$ cat src/rtl/la_scaler_pkg.sv
package la_scaler_pkg;
  typedef enum logic [1:0] {
    BAND_FULL    = 2'd0,
    BAND_HALF    = 2'd1,
    BAND_QUARTER = 2'd2,
    BAND_ZERO    = 2'd3
  } band_e;
endpackage

$ cat src/rtl/la_band_sel.sv
module la_band_sel
  import la_scaler_pkg::*;
#(
  parameter int ALW_W  = 8,
  parameter int FREE_W = 8
) (
  input  logic [ALW_W-1:0]  thr_lo_i,
  input  logic [ALW_W-1:0]  thr_mid_i,
  input  logic [ALW_W-1:0]  thr_hi_i,
  input  logic [FREE_W-1:0] free_i,
  input  logic              active_i,
  output band_e             band_o
);
  localparam int CMP_W = (ALW_W > FREE_W) ? ALW_W : FREE_W;

  logic [CMP_W-1:0] free_x, lo_x, mid_x, hi_x;

  always_comb begin
    free_x = CMP_W'(free_i);
    lo_x   = CMP_W'(thr_lo_i);
    mid_x  = CMP_W'(thr_mid_i);
    hi_x   = CMP_W'(thr_hi_i);
    // fixed test order: first match wins, even with misordered thresholds
    if (!active_i || free_x <= lo_x) band_o = BAND_FULL;
    else if (free_x <= mid_x)        band_o = BAND_HALF;
    else if (free_x <= hi_x)         band_o = BAND_QUARTER;
    else                             band_o = BAND_ZERO;
  end

  always_comb begin
    if (!active_i) AST_BYPASS_FULL: assert (band_o == BAND_FULL);
  end
endmodule

$ cat src/rtl/la_alw_shift.sv
module la_alw_shift
  import la_scaler_pkg::*;
#(
  parameter int ALW_W = 8
) (
  input  logic [ALW_W-1:0] prog_i,
  input  band_e            band_i,
  output logic [ALW_W-1:0] eff_o
);
  always_comb begin
    unique case (band_i)
      BAND_FULL:    eff_o = prog_i;
      BAND_HALF:    eff_o = prog_i >> 1;
      BAND_QUARTER: eff_o = prog_i >> 2;
      default:      eff_o = '0;
    endcase
  end

  always_comb begin
    AST_NEVER_ABOVE_PROG: assert (eff_o <= prog_i);
  end
endmodule

$ cat src/rtl/la_countdown.sv
module la_countdown #(
  parameter int ALW_W = 8
) (
  input  logic             clk_i,
  input  logic             rst_ni,
  input  logic [ALW_W-1:0] eff_i,
  input  logic             req_i,
  input  logic             tick_i,
  output logic [ALW_W-1:0] cnt_o,
  output logic             urgent_o
);
  logic [ALW_W-1:0] cnt_q;
  logic             pend_q;
  logic             cnt_zero;

  assign cnt_zero = (cnt_q == '0);

  always_ff @(posedge clk_i or negedge rst_ni) begin
    if (!rst_ni) begin
      cnt_q  <= '0;
      pend_q <= 1'b0;
    end else begin
      pend_q <= req_i;
      if (!req_i || !pend_q)       cnt_q <= eff_i;   // idle reload or new request
      else if (tick_i && !cnt_zero) cnt_q <= cnt_q - 1'b1;
    end
  end

  assign cnt_o    = cnt_q;
  assign urgent_o = pend_q && cnt_zero;

  AST_LOAD_ON_NEW: assert property (@(posedge clk_i) disable iff (!rst_ni)
    req_i && !pend_q |=> cnt_q == $past(eff_i));
  AST_DEC_ON_TICK: assert property (@(posedge clk_i) disable iff (!rst_ni)
    req_i && pend_q && tick_i && cnt_q != '0 |=> cnt_q == $past(cnt_q) - 1'b1);
  AST_HOLD_NO_TICK: assert property (@(posedge clk_i) disable iff (!rst_ni)
    req_i && pend_q && !tick_i |=> $stable(cnt_q));
  AST_URGENT_STICKY: assert property (@(posedge clk_i) disable iff (!rst_ni)
    urgent_o && req_i |=> urgent_o);
  AST_URGENT_CLEARS: assert property (@(posedge clk_i) disable iff (!rst_ni)
    !req_i |=> !urgent_o);
  AST_IDLE_RELOAD: assert property (@(posedge clk_i) disable iff (!rst_ni)
    !req_i |=> cnt_q == $past(eff_i));
endmodule

$ cat src/rtl/la_scaler.sv
module la_scaler
  import la_scaler_pkg::*;
#(
  parameter int ALW_W  = 8,
  parameter int FREE_W = 8
) (
  input  logic              clk_i,
  input  logic              rst_ni,
  input  logic [ALW_W-1:0]  alw_prog_i,
  input  logic [ALW_W-1:0]  thr_lo_i,
  input  logic [ALW_W-1:0]  thr_mid_i,
  input  logic [ALW_W-1:0]  thr_hi_i,
  input  logic [FREE_W-1:0] fifo_free_i,
  input  logic              scale_cap_i,
  input  logic              scale_en_i,
  input  logic              req_i,
  input  logic              tick_i,
  output logic [ALW_W-1:0]  alw_eff_o,
  output logic [ALW_W-1:0]  count_o,
  output logic              urgent_o
);
  band_e            band;
  logic [ALW_W-1:0] eff;
  logic             active;

  assign active = scale_en_i && scale_cap_i;

  la_band_sel #(.ALW_W(ALW_W), .FREE_W(FREE_W)) u_band (
    .thr_lo_i (thr_lo_i),
    .thr_mid_i(thr_mid_i),
    .thr_hi_i (thr_hi_i),
    .free_i   (fifo_free_i),
    .active_i (active),
    .band_o   (band)
  );

  la_alw_shift #(.ALW_W(ALW_W)) u_shift (
    .prog_i(alw_prog_i),
    .band_i(band),
    .eff_o (eff)
  );

  la_countdown #(.ALW_W(ALW_W)) u_cnt (
    .clk_i   (clk_i),
    .rst_ni  (rst_ni),
    .eff_i   (eff),
    .req_i   (req_i),
    .tick_i  (tick_i),
    .cnt_o   (count_o),
    .urgent_o(urgent_o)
  );

  assign alw_eff_o = eff;

  AST_URGENT_ZERO: assert property (@(posedge clk_i) disable iff (!rst_ni)
    urgent_o |-> count_o == '0);
endmodule

$ cat config.mk
export PLATFORM = sky130hd
export DESIGN_NAME = la_scaler
export DESIGN_NICKNAME = d
export VERILOG_FILES = /design/src/rtl/la_scaler_pkg.sv /design/src/rtl/la_band_sel.sv /design/src/rtl/la_alw_shift.sv /design/src/rtl/la_countdown.sv /design/src/rtl/la_scaler.sv
export SDC_FILE = /design/constraint.sdc
export NUM_CORES = 1
export LEC_CHECK = 0
export BUFFER_PORTS_ARGS = -buffer_cell sky130_fd_sc_hd__buf_4
export CAP_MARGIN = 40
export CORE_AREA = 2 2 63 65
export DETAILED_ROUTE_END_ITERATION = 12
export DIE_AREA = 0 0 65 67
export PLACE_DENSITY = 0.64
export SLEW_MARGIN = 5
export SYNTH_ARGS = -nofsm -noshare
export SYNTH_HDL_FRONTEND = slang
export SYNTH_SLANG_ARGS = --single-unit
$ cat constraint.sdc
create_clock -name clk_i -period 4.6 [get_ports clk_i]
set_input_delay 0 -clock clk_i [delete_from_list [all_inputs] [get_ports clk_i]]
set_output_delay 0 -clock clk_i [all_outputs]
set_load 0.02 [all_outputs]
==> impl_metrics.toml, run 1 <==
[global_route]
antenna_found_initial = 0
grt_use_total_pct = 18.2
grt_first_pass_wirelength_um = 6200
grt.overflow.total = 0
grt_max_degree = 15
grt_pass1_vias = 1514

[setup_path]
cp-endpoint = "alw_eff_o[2]"
startpoint = "fifo_free_i[7]"
crit_path_max_fanout = 14
cp_slowest_stage_delay_ns = 0.46
r2r_slack_ns = 2.82
worst-setup-path-type = "input pin to output pin"
cp_slowest_cell = "o311a_1"
required_ns = 4.60
timing.rr.end = "u_cnt.cnt_o[6]"
critPathArrivalTime_ns = 2.00
reg2regPathDepth = 6
crit_path_start_kind = "input pin"
worstPathCellList = "buf_4 > ha_1 > nand4_1 > o211a_1 > o311a_1 > o21ai_2 > nor2_2 > nor3_1 > buf_4"
cp_common_cell = "buf_4"
endpoint_kind = "output pin"
reg2reg_from = "u_cnt.cnt_o[4]"

[finish]
layout_common_cells = "62 x buf_4, 26 x ha_1, 25 x inv_1, 11 x nand2_1, 11 x a21oi_1"
final_util_pct = 55.3
final_common_cell = "buf_4"
insertedDiodeCount = 0
layout-drive-gt1-share_pct = 32.8
area_growth_pct = 40.7
fin_area_sq_mm = 0.00199
fin_nets = 314

[yosys]
synth_edf_count = 0
syn_avg_cell_area_sq_um = 8.05
async_reset_ff_share_pct = 100
yosysSeqAreaShare_pct = 15.9
synth_ff_type = "dfrtp_1"
synth_seq_cells = 9
yosysUniqueCellTypes = 45
syn_area_sq_mm = 0.00142
ys_warn_count = 0
postSynthCellCount = 176
yosysTopAreaCell = "ha_1"
synthesis.nets = 248
synthTopCellsByArea = "ha_1 23%, dfrtp_1 16%, inv_1 6.6%, and2_1 4.0%, a21oi_1 3.9%"
synth.top_cell.area_share_pct = 22.9

[status]
status = "finished, final reports clean"

[power]
worst_ir_drop_vdd_mv = 0.0633
powerDensity_mw_per_mm2 = 195
p_leak_nw = 0.990

[timing]
setup_viol = 0
tightest_slew_ns = 0.560
maxSlewHeadroom_pct = 62.6
tns_ns = 0
final.period_utilization_pct = 43.4
min_period_ns = 2.00
hold_violations = 0
maxSlewViolCount = 0
fin_skew_ns = 0.00256
fmax_ghz = 0.501
rsz0062_at_grt = "no"

[clock_network]
cts_sinks = 9
cts_tree = "done"
htree_levels = 1
cts_made_buffers = 3
cts.clk_slew.worst_paths_ns = 0.04
clockBufferDepth = 2
post-cts-setup-buffer-count = 0
ctsResizeCount = 0
cts_root_buf = "clkbuf_8"
clkLatencyLatePin_ns = 0.23

[detailed_routing]
drc = 0
via_count = 1486
routed_wl_um = 3710
ant_nets = 0
first_iter_violations = 70
wl_per_cell_um = 12.8
dr.pass1.iters = 4
via_per_inst = 5.14

[die]
start_util_pct = 39.3
die_h_um = 67
rows = 22
coreArea_sq_mm = 0.00361
fp.dieW_um = 65
die_area_sq_mm = 0.00436
num_io_pins = 63

[job]
cap_violations = 0

[placement]
dp_hpwl_um = 3270
routabilityCongestion = 0.772
place_area_sq_mm = 0.00193
io_buffer_count = 62

[worst_hold_path]
min_path_type = "input pin to register"
## flip-flops by register name (all words and copies together) (netlist names)
signal and cells:
u_cnt.pend_q 1, u_cnt.cnt_o 8
## report_power, final
group / switching [mW] / leakage [nW] / total (mW) / internal [mW]
Sequential: 0.0118 / 0.107 / 0.101 / 0.0888
Combinational: 0.104 / 0.860 / 0.198 / 0.0946
Clock: 0.0304 / 0.0228 / 0.0908 / 0.0603
Total: 0.146 / 0.990 / 0.390 / 0.244
## how the worst min path moves through the flow
stage,from,slack [ns],endpoint,cells past startpoint
2_1_floorplan,rst_ni,-0.30,u_cnt.cnt_o[0],0
3_3_place_gp,rst_ni,-0.17,u_cnt.cnt_o[1],1
3_5_place_dp,rst_ni,-0.17,u_cnt.cnt_o[1],1
4_1_cts,alw_prog_i[7],0.11,u_cnt.cnt_o[6],3
5_1_grt,rst_ni,0.16,u_cnt.cnt_o[1],2
6_report,alw_prog_i[7],0.11,u_cnt.cnt_o[6],3
## critical path: cells and delay by family
family	cells	cell delay (ns)
simple gates	3	0.59
fa+ha+maj	1	0.31
buf+inv	2	0.29
compound gates	3	0.80
## cell usage after synthesis (5+ instances only)
| cell type | instances |
|---|---|
| ha_1 | 26 |
| inv_1 | 25 |
| a21oi_1 | 11 |
| nand2_1 | 11 |
| nor2_1 | 10 |
| and2_1 | 9 |
| dfrtp_1 | 9 |
| nor3_1 | 8 |
| o21ai_0 | 7 |
| a221oi_1 | 6 |
| nand4_1 | 6 |
| o31ai_1 | 5 |
## timing repair
item	in CTS	in global routing
hold endpoints to repair	10	0
endpoints found under the setup margin	0	0
hold buffers	2	0
## area by class of cell
type                            count  area (sq um)
Clock buffer                        4          45.0
Fill cell                         339          1610
Inverter                           25          93.8
Multi-Input combinational cell    139          1080
Sequential cell                     9           225
Tap cell                           48          60.1
Timing Repair Buffer               64           485
## metal layers
| metal | vias to the layer above | global-route usage, % | wire length [um] |
|---|---|---|---|
| met1 | 669 | 19.1 | 1530 |
| li1 | 771 | - | - |
| met4 | 0 | 6.65 | 35 |
| met5 | - | 0 | 0 |
| met3 | 4 | 2.20 | 186 |
| met2 | 42 | 36.5 | 1960 |
## cells by family (layout without fill, tap and decap cells)
group                      Yosys count  count (layout)  share of synthesized area (%)
AOI/OAI and AO/OA                   48              48                           27.0
xor gates and xnor gates             6               6                           3.71
adders and majority gates           26              26                           22.9
buffers and inverters               28              93                           7.59
DFF                                  9               9                           15.9
muxes                                1               1                          0.706
and+or+nand+nor                     58              58                           22.2
## stage by stage
stage | power, mW | setup slack (ns) | std cells | hold slack [ns]
floorplan | 0.218 | 2.81 | 176 | -0.296
global placement | 0.299 | 2.61 | 283 | -0.173
detailed placement | 0.300 | 2.60 | 283 | -0.173
CTS | 0.393 | 2.61 | 289 | 0.105
global route | 0.420 | 2.44 | 289 | 0.159
finish | 0.390 | 2.60 | 289 | 0.109
(Power assumes the default switching activity.)
==> run 2, diff against run 1 <==
==> constraint.sdc (replaced) <==
create_clock -name clk_i -period 1.9 [get_ports clk_i]
set_input_delay 0 -clock clk_i [delete_from_list [all_inputs] [get_ports clk_i]]
set_output_delay 0 -clock clk_i [all_outputs]
set_load 0.02 [all_outputs]
==> run 2 against run 1 <==
Total power increased to 2.5 times the previous value. Sequential share of layout area is 0.57 points lower. Sequential power increased by 130%. Critical endpoint is now alw_eff_o[4]. Largest cell class unchanged.
==> impl_metrics.toml, run 2 (synthesis results as in run 1) <==
[setup_path]
reg2reg_from = "u_cnt.cnt_o[4]"
worst-setup-path-type = "input pin to output pin"
required_ns = 1.90
timing.rr.end = "u_cnt.cnt_o[6]"
critPathArrivalTime_ns = 1.81
reg2regPathDepth = 6
r2r_slack_ns = 0.13
crit_path_start_kind = "input pin"
endpoint_kind = "output pin"
crit_path_max_fanout = 6

[timing]
rsz0062_at_grt = "yes"
setup_viol = 0
maxSlewViolCount = 0
fmax_ghz = 0.551
maxSlewHeadroom_pct = 75.1
final.period_utilization_pct = 95.4
timing.hold.ws_ns = 0.0811
tightest_slew_ns = 0.373
hold_violations = 0
tns_ns = 0
fin_skew_ns = 0.000322
min_period_ns = 1.81

[die]
rows = 22
die_h_um = 67
start_util_pct = 39.3
num_io_pins = 63
fp.dieW_um = 65
coreArea_sq_mm = 0.00361
die_area_sq_mm = 0.00436

[detailed_routing]
ant_nets = 0
via_per_inst = 5.13
first_iter_violations = 29
wl_per_cell_um = 12.4
dr.pass1.iters = 4
drc = 0
routed_wl_um = 3660
via_count = 1517

[global_route]
grt.overflow.total = 0
grt_max_degree = 10
grt_pass1_vias = 1465
grt_use_total_pct = 18.1
antenna_found_initial = 0
grt_first_pass_wirelength_um = 6150

[placement]
placed_cells = 290
routabilityCongestion = 0.784
io_buffer_count = 62
dp_hpwl_um = 3220

[clock_network]
cts_root_buf = "clkbuf_8"
cts_tree = "done"
clkLatencyLatePin_ns = 0.23
htree_levels = 1
cts.clk_slew.worst_paths_ns = 0.04
cts_sinks = 9
clockBufferDepth = 2
cts_made_buffers = 3

[worst_hold_path]
min_path_cells = 3
min_from = "alw_prog_i[7]"
min_path_type = "input pin to register"
min_to = "u_cnt.cnt_o[6]"

[finish]
final_util_pct = 58.2
insertedDiodeCount = 0
fin_nets = 321
area_growth_pct = 48.1
layout-drive-gt1-share_pct = 38.3
largest_register_ffs = 8
layout.cells.non_filler = 296
layout_common_cells = "69 x buf_4, 26 x ha_1, 25 x inv_1, 11 x nand2_1"
final_common_cell = "buf_4"

[power]
p_leak_nw = 1.04
worst_ir_drop_vdd_mv = 0.175
powerDensity_mw_per_mm2 = 464

[status]
status = "finished, final reports clean"

[job]
cap_violations = 0
-- run 2: worst max-delay path, cell delays in order --
cell and delay, ns:
buf_4 0.12, ha_1 0.27, nor2b_1 0.14, o211ai_2 0.17, a21oi_1 0.09, or2_1 0.32, a221oi_1 0.42, nor3_1 0.10
buf_4 0.18
-- run 2: worst max path at each step --
stage | slack [ns] | cells after the start | to | startpoint
after floorplan | 0.11 | 6 | u_cnt.cnt_o[5] | u_cnt.cnt_o[4]
after global placement | 0.009 | 8 | u_cnt.cnt_o[5] | fifo_free_i[7]
after detailed placement | -0.03 | 9 | alw_eff_o[1] | fifo_free_i[7]
after CTS | 0.04 | 9 | alw_eff_o[1] | fifo_free_i[5]
after global routing | -0.008 | 10 | alw_eff_o[4] | thr_mid_i[1]
final | 0.09 | 9 | alw_eff_o[4] | fifo_free_i[1]
-- run 2: cell type report --
| type | count | area, sq um |
|---|---|---|
| clock buffers | 4 | 45.0 |
| inverters | 25 | 93.8 |
| well taps | 48 | 60.1 |
| flip-flops and latches | 9 | 225 |
| fillers | 355 | 1510 |
| repair buffers | 71 | 538 |
| multi-input cells | 139 | 1140 |
-- run 2: through the flow --
| stage | setup WS (ns) | power [mW] | instance area [sq um] |
|---|---|---|---|
| final | 0.0866 | 0.975 | 2100 |
| after global routing | -0.00839 | 1.05 | 2100 |
| after CTS | 0.0428 | 0.969 | 2050 |
| after detailed placement | -0.0272 | 0.747 | 1980 |
| after global placement | 0.00916 | 0.744 | 1980 |
| after floorplan | 0.109 | 0.528 | 1420 |
-- run 2: report_power, final --
part	internal [mW]	switching [mW]	leakage (nW)	total, mW
Clock	0.146	0.0684	0.0228	0.214
Combinational	0.251	0.274	0.911	0.525
Sequential	0.215	0.0207	0.107	0.236
Total	0.612	0.363	1.04	0.975
-- run 2: routing by layer --
| metal | wire, um | track usage (%) | share of wire (%) | up-vias |
|---|---|---|---|---|
| li1 | - | - | - | 790 |
| met1 | 1520 | 19.6 | 41 | 678 |
| met2 | 1930 | 35.4 | 53 | 47 |
| met3 | 187 | 2.20 | 5.1 | 2 |
| met4 | 21 | 6.65 | 0.57 | 0 |
| met5 | 0 | 0 | 0 | - |
-- run 2: what timing repair did --
item                                    CTS  global route
resized for setup                         1             9
pin swaps                                 0             2
hold buffers                              2             0
setup buffers                             0             0
endpoints found under the hold margin    10             0
cloned                                    0             0
endpoints found under the setup margin    1             7
